===== src/rtl/dar_pkg.sv =====
package dar_pkg;
  localparam int NWIN = 5;
  localparam int WIN_BM = 4;

  typedef enum logic [1:0] {
    S_IDLE = 2'd0,
    S_BM   = 2'd1,
    S_LO   = 2'd2,
    S_HI   = 2'd3
  } st_e;
endpackage


===== src/rtl/dar_base_bank.sv =====
module dar_base_bank #(
  parameter int AW = 16,
  parameter int NW = 5
) (
  input  logic            clk,
  input  logic            rst,
  input  logic            bar_wr,
  input  logic [2:0]      bar_idx,
  input  logic [AW-1:0]   bar_val,
  output logic [NW*AW-1:0] bases
);
  for (genvar i = 0; i < NW; i++) begin : g_base
    always_ff @(posedge clk) begin
      if (rst)
        bases[i*AW +: AW] <= '0;
      else if (bar_wr && bar_idx == 3'(i) && bar_val != '0)
        bases[i*AW +: AW] <= bar_val;
    end
  end
endmodule


===== src/rtl/dar_win_decode.sv =====
module dar_win_decode #(
  parameter int AW = 16,
  parameter int NW = 5
) (
  input  logic [AW-1:0]    addr,
  input  logic [NW*AW-1:0] bases,
  input  logic [NW*AW-1:0] sizes,
  output logic             hit,
  output logic [2:0]       win,
  output logic [AW-1:0]    off
);
  logic [NW-1:0] inwin;

  for (genvar i = 0; i < NW; i++) begin : g_cmp
    logic [AW:0] lo_b, hi_b;
    assign lo_b = {1'b0, bases[i*AW +: AW]};
    assign hi_b = lo_b + {1'b0, sizes[i*AW +: AW]};
    assign inwin[i] = ({1'b0, addr} >= lo_b) && ({1'b0, addr} < hi_b);
  end

  // lowest index wins: scan from the top so earlier windows overwrite
  always_comb begin
    hit = 1'b0;
    win = '0;
    off = '0;
    for (int i = NW - 1; i >= 0; i--) begin
      if (inwin[i]) begin
        hit = 1'b1;
        win = 3'(i);
        off = addr - bases[i*AW +: AW];
      end
    end
  end
endmodule


===== src/rtl/dar_sel_bits.sv =====
module dar_sel_bits (
  input  logic       clk,
  input  logic       rst,
  input  logic       upd,
  input  logic       chan,
  input  logic       bitv,
  output logic [1:0] sel
);
  for (genvar c = 0; c < 2; c++) begin : g_sel
    always_ff @(posedge clk) begin
      if (rst)
        sel[c] <= 1'b0;
      else if (upd && chan == 1'(c))
        sel[c] <= bitv;
    end
  end
endmodule


===== src/rtl/drive_access_router.sv =====
module drive_access_router #(
  parameter int AW       = 16,
  parameter int OW       = 4,
  parameter int DW       = 16,
  parameter int DATA_OFF = 0,
  parameter int SEL_OFF  = 6,
  parameter int SEL_BIT  = 4,
  parameter int BM_SPLIT = 8
) (
  input  logic                     clk,
  input  logic                     rst,
  input  logic                     io_en,
  input  logic                     bar_wr,
  input  logic [2:0]               bar_idx,
  input  logic [AW-1:0]            bar_val,
  input  logic [dar_pkg::NWIN*AW-1:0] win_size,
  input  logic                     h_req,
  input  logic                     h_wr,
  input  logic [AW-1:0]            h_addr,
  input  logic [2:0]               h_size,
  input  logic [2*DW-1:0]          h_wdata,
  output logic                     h_done,
  output logic                     h_err,
  output logic [2*DW-1:0]          h_rdata,
  input  logic [3:0]               d_present,
  output logic [3:0]               d_req,
  output logic                     d_wr,
  output logic                     d_blk,
  output logic [OW-1:0]            d_off,
  output logic [DW-1:0]            d_wdata,
  input  logic [4*DW-1:0]          d_rdata,
  output logic                     bm_req,
  output logic                     bm_wr,
  output logic                     bm_chan,
  output logic [OW-1:0]            bm_off,
  output logic [2:0]               bm_size,
  output logic [2*DW-1:0]          bm_wdata,
  input  logic [2*DW-1:0]          bm_rdata
);
  import dar_pkg::*;
  localparam int HW = 2 * DW;

  st_e st;
  logic [NWIN*AW-1:0] bases;
  logic               hit;
  logic [2:0]         win;
  logic [AW-1:0]      off_c;
  logic [1:0]         sel;

  logic          accept, is_bm, is_cmd, is_data, sz_ok, chan_c;
  logic          sel_upd, sel_now;
  logic [1:0]    idx_c, idx_q;
  logic          wide_q, byte_q;
  logic [DW-1:0] hi_q, lo_q, slice;

  dar_base_bank #(.AW(AW), .NW(NWIN)) u_bank (
    .clk(clk), .rst(rst), .bar_wr(bar_wr), .bar_idx(bar_idx),
    .bar_val(bar_val), .bases(bases)
  );

  dar_win_decode #(.AW(AW), .NW(NWIN)) u_dec (
    .addr(h_addr), .bases(bases), .sizes(win_size),
    .hit(hit), .win(win), .off(off_c)
  );

  dar_sel_bits u_sel (
    .clk(clk), .rst(rst), .upd(sel_upd), .chan(chan_c),
    .bitv(h_wdata[SEL_BIT]), .sel(sel)
  );

  always_comb begin
    accept  = (st == S_IDLE) && h_req;
    is_bm   = (win == 3'(WIN_BM));
    chan_c  = is_bm ? (off_c >= AW'(BM_SPLIT)) : win[1];
    is_cmd  = hit && !is_bm && !win[0];
    is_data = is_cmd && (off_c == AW'(DATA_OFF));
    if (is_data)
      sz_ok = (h_size == 3'd2) || (h_size == 3'd4);
    else if (is_bm)
      sz_ok = (h_size == 3'd1) || (h_size == 3'd2) || (h_size == 3'd4);
    else
      sz_ok = (h_size == 3'd1);
    sel_upd = accept && io_en && hit && sz_ok && is_cmd && h_wr &&
              (off_c == AW'(SEL_OFF));
    sel_now = sel_upd ? h_wdata[SEL_BIT] : sel[chan_c];
    idx_c   = {chan_c, sel_now};
    slice   = d_rdata[idx_q*DW +: DW];
  end

  always_ff @(posedge clk) begin
    if (rst) begin
      st       <= S_IDLE;
      h_done   <= 1'b0;
      h_err    <= 1'b0;
      h_rdata  <= '0;
      d_req    <= '0;
      d_wr     <= 1'b0;
      d_blk    <= 1'b0;
      d_off    <= '0;
      d_wdata  <= '0;
      bm_req   <= 1'b0;
      bm_wr    <= 1'b0;
      bm_chan  <= 1'b0;
      bm_off   <= '0;
      bm_size  <= '0;
      bm_wdata <= '0;
      idx_q    <= '0;
      wide_q   <= 1'b0;
      byte_q   <= 1'b0;
      hi_q     <= '0;
      lo_q     <= '0;
    end else begin
      h_done <= 1'b0;
      h_err  <= 1'b0;
      case (st)
        S_IDLE: begin
          if (accept) begin
            if (!io_en) begin
              h_done  <= 1'b1;
              h_rdata <= '0;
            end else if (!hit || !sz_ok) begin
              h_done  <= 1'b1;
              h_err   <= 1'b1;
              h_rdata <= '0;
            end else if (is_bm) begin
              bm_req   <= 1'b1;
              bm_wr    <= h_wr;
              bm_chan  <= chan_c;
              bm_off   <= off_c[OW-1:0];
              bm_size  <= h_size;
              bm_wdata <= h_wdata;
              st       <= S_BM;
            end else if (!d_present[idx_c]) begin
              h_done  <= 1'b1;
              h_rdata <= '0;
            end else begin
              d_req   <= 4'(1) << idx_c;
              d_wr    <= h_wr;
              d_blk   <= win[0];
              d_off   <= off_c[OW-1:0];
              d_wdata <= h_wdata[DW-1:0];
              hi_q    <= h_wdata[HW-1:DW];
              wide_q  <= (h_size == 3'd4);
              byte_q  <= (h_size == 3'd1);
              idx_q   <= idx_c;
              st      <= S_LO;
            end
          end
        end
        S_BM: begin
          bm_req  <= 1'b0;
          h_rdata <= bm_rdata;
          h_done  <= 1'b1;
          st      <= S_IDLE;
        end
        S_LO: begin
          if (wide_q) begin
            lo_q    <= slice;
            d_wdata <= hi_q;
            st      <= S_HI;
          end else begin
            d_req   <= '0;
            h_done  <= 1'b1;
            h_rdata <= byte_q ? HW'(slice[7:0]) : HW'(slice);
            st      <= S_IDLE;
          end
        end
        default: begin
          d_req   <= '0;
          h_done  <= 1'b1;
          h_rdata <= {slice, lo_q};
          st      <= S_IDLE;
        end
      endcase
    end
  end
endmodule


===== config.mk =====
export PLATFORM = sky130hd
export DESIGN_NAME = drive_access_router
export DESIGN_NICKNAME = d
export VERILOG_FILES = /design/src/rtl/dar_pkg.sv /design/src/rtl/dar_base_bank.sv /design/src/rtl/dar_win_decode.sv /design/src/rtl/dar_sel_bits.sv /design/src/rtl/drive_access_router.sv
export SDC_FILE = /design/constraint.sdc
export NUM_CORES = 1
export LEC_CHECK = 0
export BUFFER_PORTS_ARGS = -buffer_cell sky130_fd_sc_hd__clkbuf_2
export CAP_MARGIN = 20
export CORE_MARGIN = 2
export CORE_UTILIZATION = 51
export CTS_BUF_LIST = sky130_fd_sc_hd__clkbuf_16
export DETAILED_ROUTE_END_ITERATION = 7
export PLACE_DENSITY = 0.73
export SLEW_MARGIN = 10
export SYNTH_ARGS = -nofsm -noshare
export SYNTH_HDL_FRONTEND = slang
export SYNTH_SLANG_ARGS = --single-unit

===== constraint.sdc =====
create_clock -name clk -period 11.8 [get_ports clk]
set_input_delay 1.18 -clock clk [delete_from_list [all_inputs] [get_ports clk]]
set_output_delay 1.18 -clock clk [all_outputs]
set_load 0.01 [all_outputs]

Yosys cells after proc, flatten, opt, wreduce, memory -nomap -nowiden
Index checks and enable logic that the tools add are counted.
Storage, ports and cells
  input bits: 256
  word-level logic and storage cells: 196
  output and inout bits: 102
  flip-flop bits (word level): 222
Operators by class
  add/sub/neg operators: 10
  shift operators: 2
  bitwise operators: 7
  magnitude comparators: 13
  eq/ne operators: 22
  reductions and logical operators: 50
  muxes and demuxes: 65
Operator list (count)
  $mux W16: 12
  $mux W32: 6
  $pmux W32 S3: 1
  $add A16 B16 Y17: 5
  $lt A16 B17 Y1: 5
  $ge A16 B16 Y1: 5
  $sub A16 B16 Y16: 5
  $shiftx A64 B7 Y16: 1
  $pmux W16 S2: 1
  $logic_and A1 B1 Y1: 27
  $mux W4: 6
  $mux W1: 23
  $eq A16 B3 Y1 const B: 1
  $ge A16 B4 Y1 const B: 1
  $logic_not A16 Y1: 1
  $reduce_bool A16 Y1: 1
  $mux W3: 5
  $ne A2 B2 Y1 const B: 7
  $reduce_and A7 Y1: 2
  $mux W2: 6
  $pmux W4 S3: 1
  $reduce_and A5 Y1: 2
  $eq A3 B2 Y1 const B: 3
  $eq A3 B3 Y1 const B: 3
  other kinds (23): 39

Longest topological paths before layout
Gate-level depths: netlist of run 1.
  depth in word-level cells: 27
  depth in mapped cells: 36
  depth with buffers taken out: 32

Hierarchy
Synthesis of run 1 repeated with hierarchy kept, for this count alone.
Second synthesis, totals
  cell total of the unflattened synthesis: 2294
  area, all modules: 19059.5 um^2
Modules (own cells, without submodules)
  dar_win_decode: instances 1, seq. area each 0.0 um^2, cells an instance 1304, area each 9456.6 um^2
  drive_access_router: instances 1, seq. area each 2802.7 um^2, cells an instance 695, area each 6253.5 um^2
  dar_base_bank: instances 1, seq. area each 1601.5 um^2, cells an instance 286, area each 3256.9 um^2
  dar_sel_bits: instances 1, seq. area each 40.0 um^2, cells an instance 9, area each 92.6 um^2

Least setup slack after synthesis of run 1
OpenSTA, ideal clock, no wires.
  kind: input port to flip-flop
  start point: input port win_size[49] (netlist name)
  end point: register d_wdata[10]
  required time: 11.679 ns
  setup slack: 4.092 ns
  library setup time: 0.121 ns
  stages: 35
  arrival: 7.587 ns
  buffers on the path: 3
  cells stage by stage: ha_1 > a21o_1 > a21oi_1 > o21bai_1 > a21oi_1 > o21bai_1 > a21oi_1 > o21bai_1 > a21oi_1 > o21bai_1 > a21oi_1 > o21bai_1 > a21oi_1 > o21bai_1 > a21oi_1 > xor2_1 > ha_1 > nor3_1 > o211ai_1 > a311oi_1 > a211oi_1 > a21o_1 > buf_6 > or3_1 > a311o_1 > a31o_1 > nor2_2 > a211o_1 > buf_6 > mux2_4 > mux2_8 > mux2i_4 > a22oi_4 > buf_12 > mux2_4
On the way
  word-level cells in the longest chain between the ends: 22
  elaborated cells on any way between the ends: 44
  classes of those cells: add/sub (1); order compare (2); eq/ne (5); mux (20); reduce/logical (16)
RTL lines
  start, declared: line drive_access_router.sv:16  | input logic [dar_pkg::NWIN*AW-1:0] win_size,
  $add A16 B16 Y17 (*): line dar_win_decode.sv:17  | assign hi_b = lo_b + {1'b0, sizes[i*AW +: AW]};
  $lt A16 B17 Y1 (*): line dar_win_decode.sv:18  | assign inwin[i] = ({1'b0, addr} >= lo_b) && ({1'b0, addr} < hi_b);
  $logic_and A1 B1 Y1 (*): line dar_win_decode.sv:18
  parallel branches: the longest is 18 deep, another holds $ge A16 B4 Y1
  $reduce_and A7 Y1 (no line) (*)
  end signal, assigned: line drive_access_router.sv:141  | d_wdata <= h_wdata[DW-1:0];
  end signal, assigned: line drive_access_router.sv:159  | d_wdata <= hi_q;
  end, declared: line drive_access_router.sv:30  | output logic [DW-1:0] d_wdata,
Mark *: on every way between the ends. The select of a mux whose other input is x is not followed.
A chain may end at the register's enable or synchronous reset.

Worst setup path after layout of run 1
  start point: input port win_size[49] (netlist name)
  end point: register d_wdata[6]
The elaborated chain is that of the path after synthesis.

==> results of run 1 <==
-- cells in the mapped netlist, types with 6 or more instances --
| library cell | count |
|---|---|
| fa_1 | 10 |
| nand3_1 | 28 |
| o21bai_1 | 42 |
| nor3_1 | 39 |
| or4_1 | 6 |
| nor4_1 | 13 |
| nor3b_1 | 8 |
| mux2_4 | 10 |
| xnor2_1 | 51 |
| and4_1 | 7 |
| a21oi_1 | 234 |
| mux4_2 | 16 |
| ha_1 | 235 |
| nand2b_1 | 30 |
| clkbuf_1 | 75 |
| o21a_1 | 31 |
| a21o_1 | 44 |
| o211ai_1 | 12 |
| o21ai_0 | 112 |
| a22oi_1 | 15 |
| mux2i_1 | 142 |
| inv_1 | 160 |
| a211o_1 | 9 |
| or3_1 | 17 |
| buf_2 | 14 |
| buf_6 | 6 |
| xor2_1 | 31 |
| a211oi_1 | 28 |
| nor2b_1 | 41 |
| and2_1 | 18 |
| o31ai_1 | 24 |
| mux2_2 | 16 |
| nor2_1 | 218 |
| nand3b_1 | 21 |
| o21ai_1 | 10 |
| nand4_1 | 31 |
| dfxtp_1 | 222 |
| a31oi_1 | 12 |
| o32ai_2 | 13 |
| nand2_1 | 227 |
| o31a_1 | 7 |
-- registers in the layout, summed over array words and instances (netlist names) --
signal and cells:
bm_wr 1, h_done 1, u_sel.sel 2, lo_q 16, d_req 4, idx_q 2
bm_off 4, bm_wdata 32, bm_req 1, d_wr 1, h_err 1, d_wdata 16
u_bank.bases 80, bm_chan 1, d_off 4, st 2, h_rdata 32, byte_q 1
bm_size 3, hi_q 16, d_blk 1, wide_q 1
-- report_power, final --
group | switching, mW | leakage [nW] | internal [mW]
logic | 0.365 | 7.48 | 0.234
clock network | 0.336 | 0.432 | 0.477
registers | 0.0129 | 1.80 | 0.763
total | 0.713 | 9.71 | 1.47
-- stage by stage --
stage          instances  hold slack [ns]  instance area, um2
6_report            3229            0.454               22400
5_1_grt             3228            0.479               22400
4_1_cts             3225            0.456               22400
3_5_place_dp        3179            0.448               21600
3_3_place_gp        3179            0.438               21600
2_1_floorplan       2405            0.431               19500
-- critical path: cells and delay by family --
family | cells | cell delay, ns
buf+inv | 1 | 0.11
fa+ha+maj | 2 | 0.51
simple gates | 3 | 0.77
compound gates | 22 | 4.58
xor+xnor | 1 | 0.12
mux | 4 | 1.84
-- kinds of logic after synthesis --
logic type | Yosys count
muxes | 188
buffers and inverters | 262
AOI/OAI and AO/OA | 669
and+or+nand+nor | 737
adders and majority gates | 245
DFF | 222
xor gates and xnor gates | 82
-- worst max path at each step --
stage,to,start,cells past startpoint
3_5_place_dp,d_wdata[13],win_size[33],31
6_report,d_wdata[6],win_size[49],33
2_1_floorplan,d_wdata[10],win_size[49],35
4_1_cts,d_wdata[6],win_size[33],31
5_1_grt,idx_q[1],win_size[33],31
3_3_place_gp,d_wdata[11],win_size[33],32
-- layer usage --
metal  vias to the layer above  GRT usage, %
li1                       9333             -
met1                      9133          41.1
met2                       682          52.5
met3                       187          5.01
met4                         0          14.2
met5                         -             0
-- layout make-up --
cell class	count	area (um2)	share of cell area, %
clock inverters	19	169	0.753
well taps	511	639	2.85
flip-flops and latches	222	4450	19.8
diodes	1	2.50	0.0112
multi-input cells	1921	14000	62.5
clock buffers	27	676	3.01
repair buffers	368	1890	8.41
inverters	160	601	2.68
==> summary.md, run 1 <==
| Metric | Value |
|---|---|
| Most frequent cells in the layout | clkbuf_2, ha_1, a21oi_1 |
| Complex-gate fraction of the synthesized area | 22.6% |
| HP Start | lo_q[7] |
| Iteration-0 DRC Markers | 1456 |
| Total Nets Final | 3200 |
| Largest family of logic cells by synthesized area | compound AO/OA/AOI/OAI gates |
| Worst Tran Pin Value | roughly 1.1 ns |
| Leading area contributor after synthesis | dfxtp_1 |
| Setup WS post-layout | 3.10 ns |
| # IOs | 358 |
| Worst reg2reg setup slack | around 3.3 ns |
| Worst skew pair latency | 0.56 ns |
| Via count | 19300 |
| Synth Area in Simple Gates | 18.1% |
| Top layer in use | met4 |
| Layout fillers | 3490 |
| HP Class | reg2reg |
| Setup TNS | 0 ns |
| Peak VDD IR | about 120 uV |
| Fin. Hold Viols | 0 |
| GPL Wtd Cong | approximately 0.96 |
| Sequential share of the synthesized area | 22.8% |
| Pwr Total | 2.19 mW |
| Hold buffer count at cts | 0 |
| Met1 Routed Length | 28.0 mm |
| Async S/R FF share, synth | 0% |
| Area growth from synthesis to layout | 15.1% |
| Post-cts sizing count | 0 |
| Mapped cell area | 19500 um2 |
| Slew Viols, Final | 0 |
| RSZ-0062 raised after global routing | no |
| Port Buf Inserts | 357 |
| DR WL/cell | 20.3 um |
| RR Startpoint | u_bank.bases[49] |
| #FFs+latches synth | roughly 220 |
| Netlist cell types | 94 |
| Die Width | roughly 200 um |
| Dpl hpwl | 50.3 mm |
| Final min period | 8.70 ns |
| Initial Utilization | 51.8% |
| Yosys warnings | 0 |
| Crit path DAT | 9.13 ns |
| Post-DRT Antenna Nets | 0 |
| Post-synth net total | 2906 |
| Largest net degree at the start of global routing | 81 |
| Number of global-route vias before repair | 18700 |
| Worst setup SP type | input pin |
| Reg2Reg Depth | 32 |
| Total Routing Usage GR | 31.9% |
| Largest stage delay, worst path | around 0.76 ns |
| Worst EP required | 12.24 ns |
| Row count | roughly 70 |
| Clock tree buffer depth | 3 |
| Min-Delay Path Depth | 2 |
| CTS Root Cell | clkbuf_16 |
| Cells after synthesis | about 2400 |
| Die Area | ~40000 um2 |
| Die Y | 200 um |
| Max-cap check violation count | 0 |
| Commonest non-fill, non-tap cell in the layout | clkbuf_2 |
| Critical-path maximum fanout | between 40 and 50 |
| Met3 wire length | 4.38 mm |
| First-pass GRT wire length | 100 mm |
| Synth area leaders | dfxtp_1, ha_1, mux2i_1, a21oi_1, nand2_1 |
| Number of synthesized flops with an enable pin | 0 |
| DR WL met2 | 30.2 mm |
| Final Cycle Share | approximately three quarters |
| Crit Path Class | in2reg |
| DR pass1 iterations | 5 |
| Status | finished, final reports clean |
| Grt ovf | 0 |
| PD cells | between 90 and 100 nW/um2 |
| Most used cell along the critical path | a21oi_1 |
| Normalized max-slew margin | about 25% |
| Post-synthesis xor/xnor area fraction | 3.68% |
| Synth Flop Type | dfxtp_1 |
| Mux cell area share after synthesis | 11.3% |
| Share of cells above drive strength 1 | a little under a fifth |
| CP Capture Type | flip-flop |
| Post-synthesis adder-cell area fraction | between 10% and 20% |
| Syn_area_per_cell | between 8 and 9 um2 |
| Slowest library cell on the worst path | mux2i_4 |
| DR DRC count | 0 |
| Clock skew after layout | roughly 0.017 ns |
| Hold Crit Endpoint | lo_q[7] |
| Antenna violations before repair | 0 |
| TritonCTS buffer count | 26 |
| Routed WL | roughly 66 mm |
| CTS tree | yes |
| Clk pin slew, worst setup/hold paths | around 0.06 ns |
| FF-to-FF End | d_wdata[6] |
| P_leak | 9.71 nW |
| H-tree levels | 1 |
| Pre-CTS WS | 2.67 ns |
| Core ar. | 37700 um2 |
| Layout Utilization | 59.6% |
| Postcts setup bufs | 0 |
| Avg Vias per Cell | 5.99 |
| Peak Freq | approximately 0.11 GHz |
| Sink Count | 222 |
| Share of the synthesized area in the top cell type | 22.8% |
| # setup viols final | 0 |
No activity file was read; power rests on OpenSTA's default activity.
==> inputs of run 2 (changes only) <==
Settings changed: ABC_AREA set to 1.
Clock period 11.8 ns to 8.4 ns, I/O delays scaled along.
==> summary.md, run 2 <==
| Metric | Value |
|---|---|
| P_leak | 10.7 nW (+10%) |
| GPL Wtd Cong | 0.979 (+1.6%) |
| Biggest regs | u_bank.bases x80, bm_wdata x32, h_rdata x32 |
| # setup viols final | 0 (unchanged) |
| Clock tree buffer depth | 3 (unchanged) |
| Max FFs per register | 80 (unchanged) |
| Post-synthesis adder-cell area fraction | 16.7% (+0.62 points) |
| Dpl hpwl | 46.4 mm (-7.7%) |
| FF+latch area | 4440 um2 (about the same) |
| Postcts setup bufs | 0 (unchanged) |
| Total Routing Usage GR | 31.3% (-0.54 points) |
| Worst EP required | 8.82 ns (-3.42 ns) |
| Met2 Use GR | 51.6% (-0.91 points) |
| Area of the multi-input gates | 12600 um2 (-9.8%) |
| Mux cell area share after synthesis | 0% (-11 points) |
| HP Class | reg2reg |
| Grt ovf | 0 (unchanged) |
| Post-synth net total | 3287 (+13%) |
| Number of synthesized flops with an enable pin | 0 (unchanged) |
| Sink Count | 222 (unchanged) |
| Total Nets Final | 3587 (+12%) |
| Peak Freq | between 0.1 and 0.15 GHz |
| Share of cells above drive strength 1 | 14.5% (-3.7 points) |
| Hold buffer count at cts | 0 (unchanged) |
| Cells after synthesis | 2786 (+16%) |
| Fin. Hold Viols | 0 (unchanged) |
| Top reg by flops | u_bank.bases |
| Peak VDD IR | 135 uV (+14%) |
| Crit path DAT | 7.18 ns (-1.95 ns) |
| Initial Utilization | 51.5% (-0.25 points) |
| Via count | 19700 (+1.7%) |
| Clk pin slew, worst setup/hold paths | 0.06 ns (about the same) |
| Mapped cell area | 18800 um2 (-3.7%) |
| Met1 global-route usage | 40.5% (-0.61 points) |
| Routed WL | 61.8 mm (-5.8%) |
| Most frequent cell after synthesis | nand2_1 |
| Netlist cell types | 54 (-43%) |
| Most used cell along the critical path | nand2_1 |
| DR WL/cell | 17.3 um (-15%) |
| Post-layout instance area | 21600 um2 (-3.6%) |
| Gr busiest metal | met2 |
| Non-filler cells, final | 3573 (+11%) |
| Worst skew pair latency | 0.55 ns (about the same) |
| PD cells | 148 nW/um2 (+52%) |
| Final Cycle Share | 80.5% |
| Die Width | 196 um (-1.8%) |
| DP Area | 20800 um2 (-3.6%) |
| Avg Vias per Cell | 5.51 (-8.1%) |
| Area growth from synthesis to layout | 15.2% |
| Leading area contributor after synthesis | dfxtp_1 |
| Worst Tran Pin Value | 1.05 ns (-0.0671 ns) |
| Synth Flop Type | dfxtp_1 |
| TritonCTS buffer count | 26 (unchanged) |
| GR Util met3 | 4.18% (-0.84 points) |
| Post-synthesis xor/xnor area fraction | 5.74% (+2.1 points) |
| Row count | 70 (-1.4%) |
| Setup WS post-layout | 1.64 ns (-1.47 ns) |
| Slowest library cell on the worst path | buf_4 |
| Antenna violations before repair | 0 (unchanged) |
| CTS Root Cell | clkbuf_16 |
| Syn_area_per_cell | 6.74 um2 (-17%) |
| Complex-gate fraction of the synthesized area | 21.6% (-1.0 points) |
| Layout fillers | 3494 (+0.11%) |
| Yosys warnings | 0 (unchanged) |
| Port Buf Inserts | 357 (unchanged) |
| Largest family of logic cells by synthesized area | simple AND/OR/NAND/NOR gates |
| Post-synth top cells | nand2_1, a21oi_1, inv_1 |
| Hold WS | 0.448 ns (-0.00590 ns) |
| Sequential share of the synthesized area | 23.7% (+0.88 points) |
| Post-DRT Antenna Nets | 0 (unchanged) |
| Synth Area in Simple Gates | 23.2% (+5.1 points) |
| Commonest non-fill, non-tap cell in the layout | nand2_1 |
| Crit Path Class | in2reg |
| RSZ-0062 raised after global routing | no |
| CTS tree | yes |
| Clock skew after layout | 0.0260 ns (+0.00862 ns) |
| Largest stage delay, worst path | 0.51 ns (-0.25 ns) |
| Slew Viols, Final | 0 (unchanged) |
| Die Area | 38400 um2 (-3.7%) |
| First-pass GRT wire length | 96.5 mm (-3.8%) |
| Share of the synthesized area in the top cell type | 23.7% (+0.88 points) |
| CP Capture Type | flip-flop |
| Pre-CTS WS | 1.24 ns (-1.43 ns) |
| Normalized max-slew margin | 29.7% (+4.4 points) |
| #FFs+latches synth | 222 (unchanged) |
| Worst setup SP type | input pin |
| DR pass1 iterations | 8 (+3) |
| # IOs | 358 (unchanged) |
| Critical-path maximum fanout | 65 (+51%) |
| H-tree levels | 1 (unchanged) |
| Number of global-route vias before repair | 18700 (+0.12%) |
| Largest net degree at the start of global routing | 124 (+53%) |
| Status | finished, final reports clean |
| Core ar. | 36400 um2 (-3.3%) |
| # placed instances | 3523 (+11%) |
| Async S/R FF share, synth | 0% (unchanged) |
| Worst reg2reg setup slack | 1.71 ns (-1.63 ns) |
| Most frequent cells in the layout | nand2_1, clkbuf_2, a21oi_1 |
| Die Y | 196 um (-1.8%) |
| Post-cts sizing count | 0 (unchanged) |
| Iteration-0 DRC Markers | 1381 (-5.2%) |
| Final min period | 6.76 ns |
| Setup TNS | 0 ns (unchanged) |
| DR DRC count | 0 (unchanged) |
| Max-cap check violation count | 0 (unchanged) |
| Synth area leaders | dfxtp_1, ha_1, nand2_1, a21oi_1, o21ai_0 |
[run 2: cells by family (layout without fill, tap and decap cells)]
family                   after synthesis  count (layout)
adder cells (fa/ha/maj)              245             245
XOR/XNOR                             123             123
buffers and inverters                430             748
other                                  0               1
AO/OA/AOI/OAI                        736             736
flip-flops                           222             222
AND/OR/NAND/NOR                     1030            1030
[run 2: power breakdown]
part | switching [mW] | total (mW) | internal (mW)
Sequential | 0.0241 | 1.11 | 1.09
Clock | 0.468 | 1.09 | 0.620
Combinational | 0.627 | 0.996 | 0.369
Total | 1.12 | 3.20 | 2.08
[run 2: final cells by class]
class / instances / share of cell area [%]
well taps: 468 / 2.71
clock buffers: 26 / 3.01
clock inverters: 20 / 0.700
inverters: 336 / 5.84
repair buffers: 366 / 8.76
diodes: 1 / 0.0116
multi-input cells: 2134 / 58.4
flip-flops and latches: 222 / 20.5
[run 2: per-stage QoR]
| stage | total power [mW] | util [%] |
|---|---|---|
| 2_1_floorplan | 1.81 | - |
| 3_3_place_gp | 2.09 | 57.0 |
| 3_5_place_dp | 2.11 | 57.0 |
| 4_1_cts | 3.19 | 59.2 |
| 5_1_grt | 3.38 | 59.4 |
| 6_report | 3.20 | 59.4 |
[run 2: worst max-delay path, delay by kind of cell]
family                   cells  cell delay [ns]
XOR/XNOR                     1             0.15
adder cells (fa/ha/maj)      2             0.64
AND/OR/NAND/NOR             26             2.74
AO/OA/AOI/OAI               13             2.05
buffers and inverters        4             0.74
[run 2: final timing paths]
kind | startpoint | to | cells after the start
min | hi_q[2] | hi_q[2] | 2
max reg2reg | u_bank.bases[66] | h_rdata[9] | 45
min reg2reg | hi_q[2] | hi_q[2] | 2
max | win_size[66] | h_rdata[9] | 46
[run 2: metal layers]
layer  routed length, um  up-vias  share of wire, %
li1                    -     9978                 -
met1               27000     8861                44
met2               27500      667                44
met3                3960      164               6.4
met4                3400        0               5.5
met5                   0        -                 0
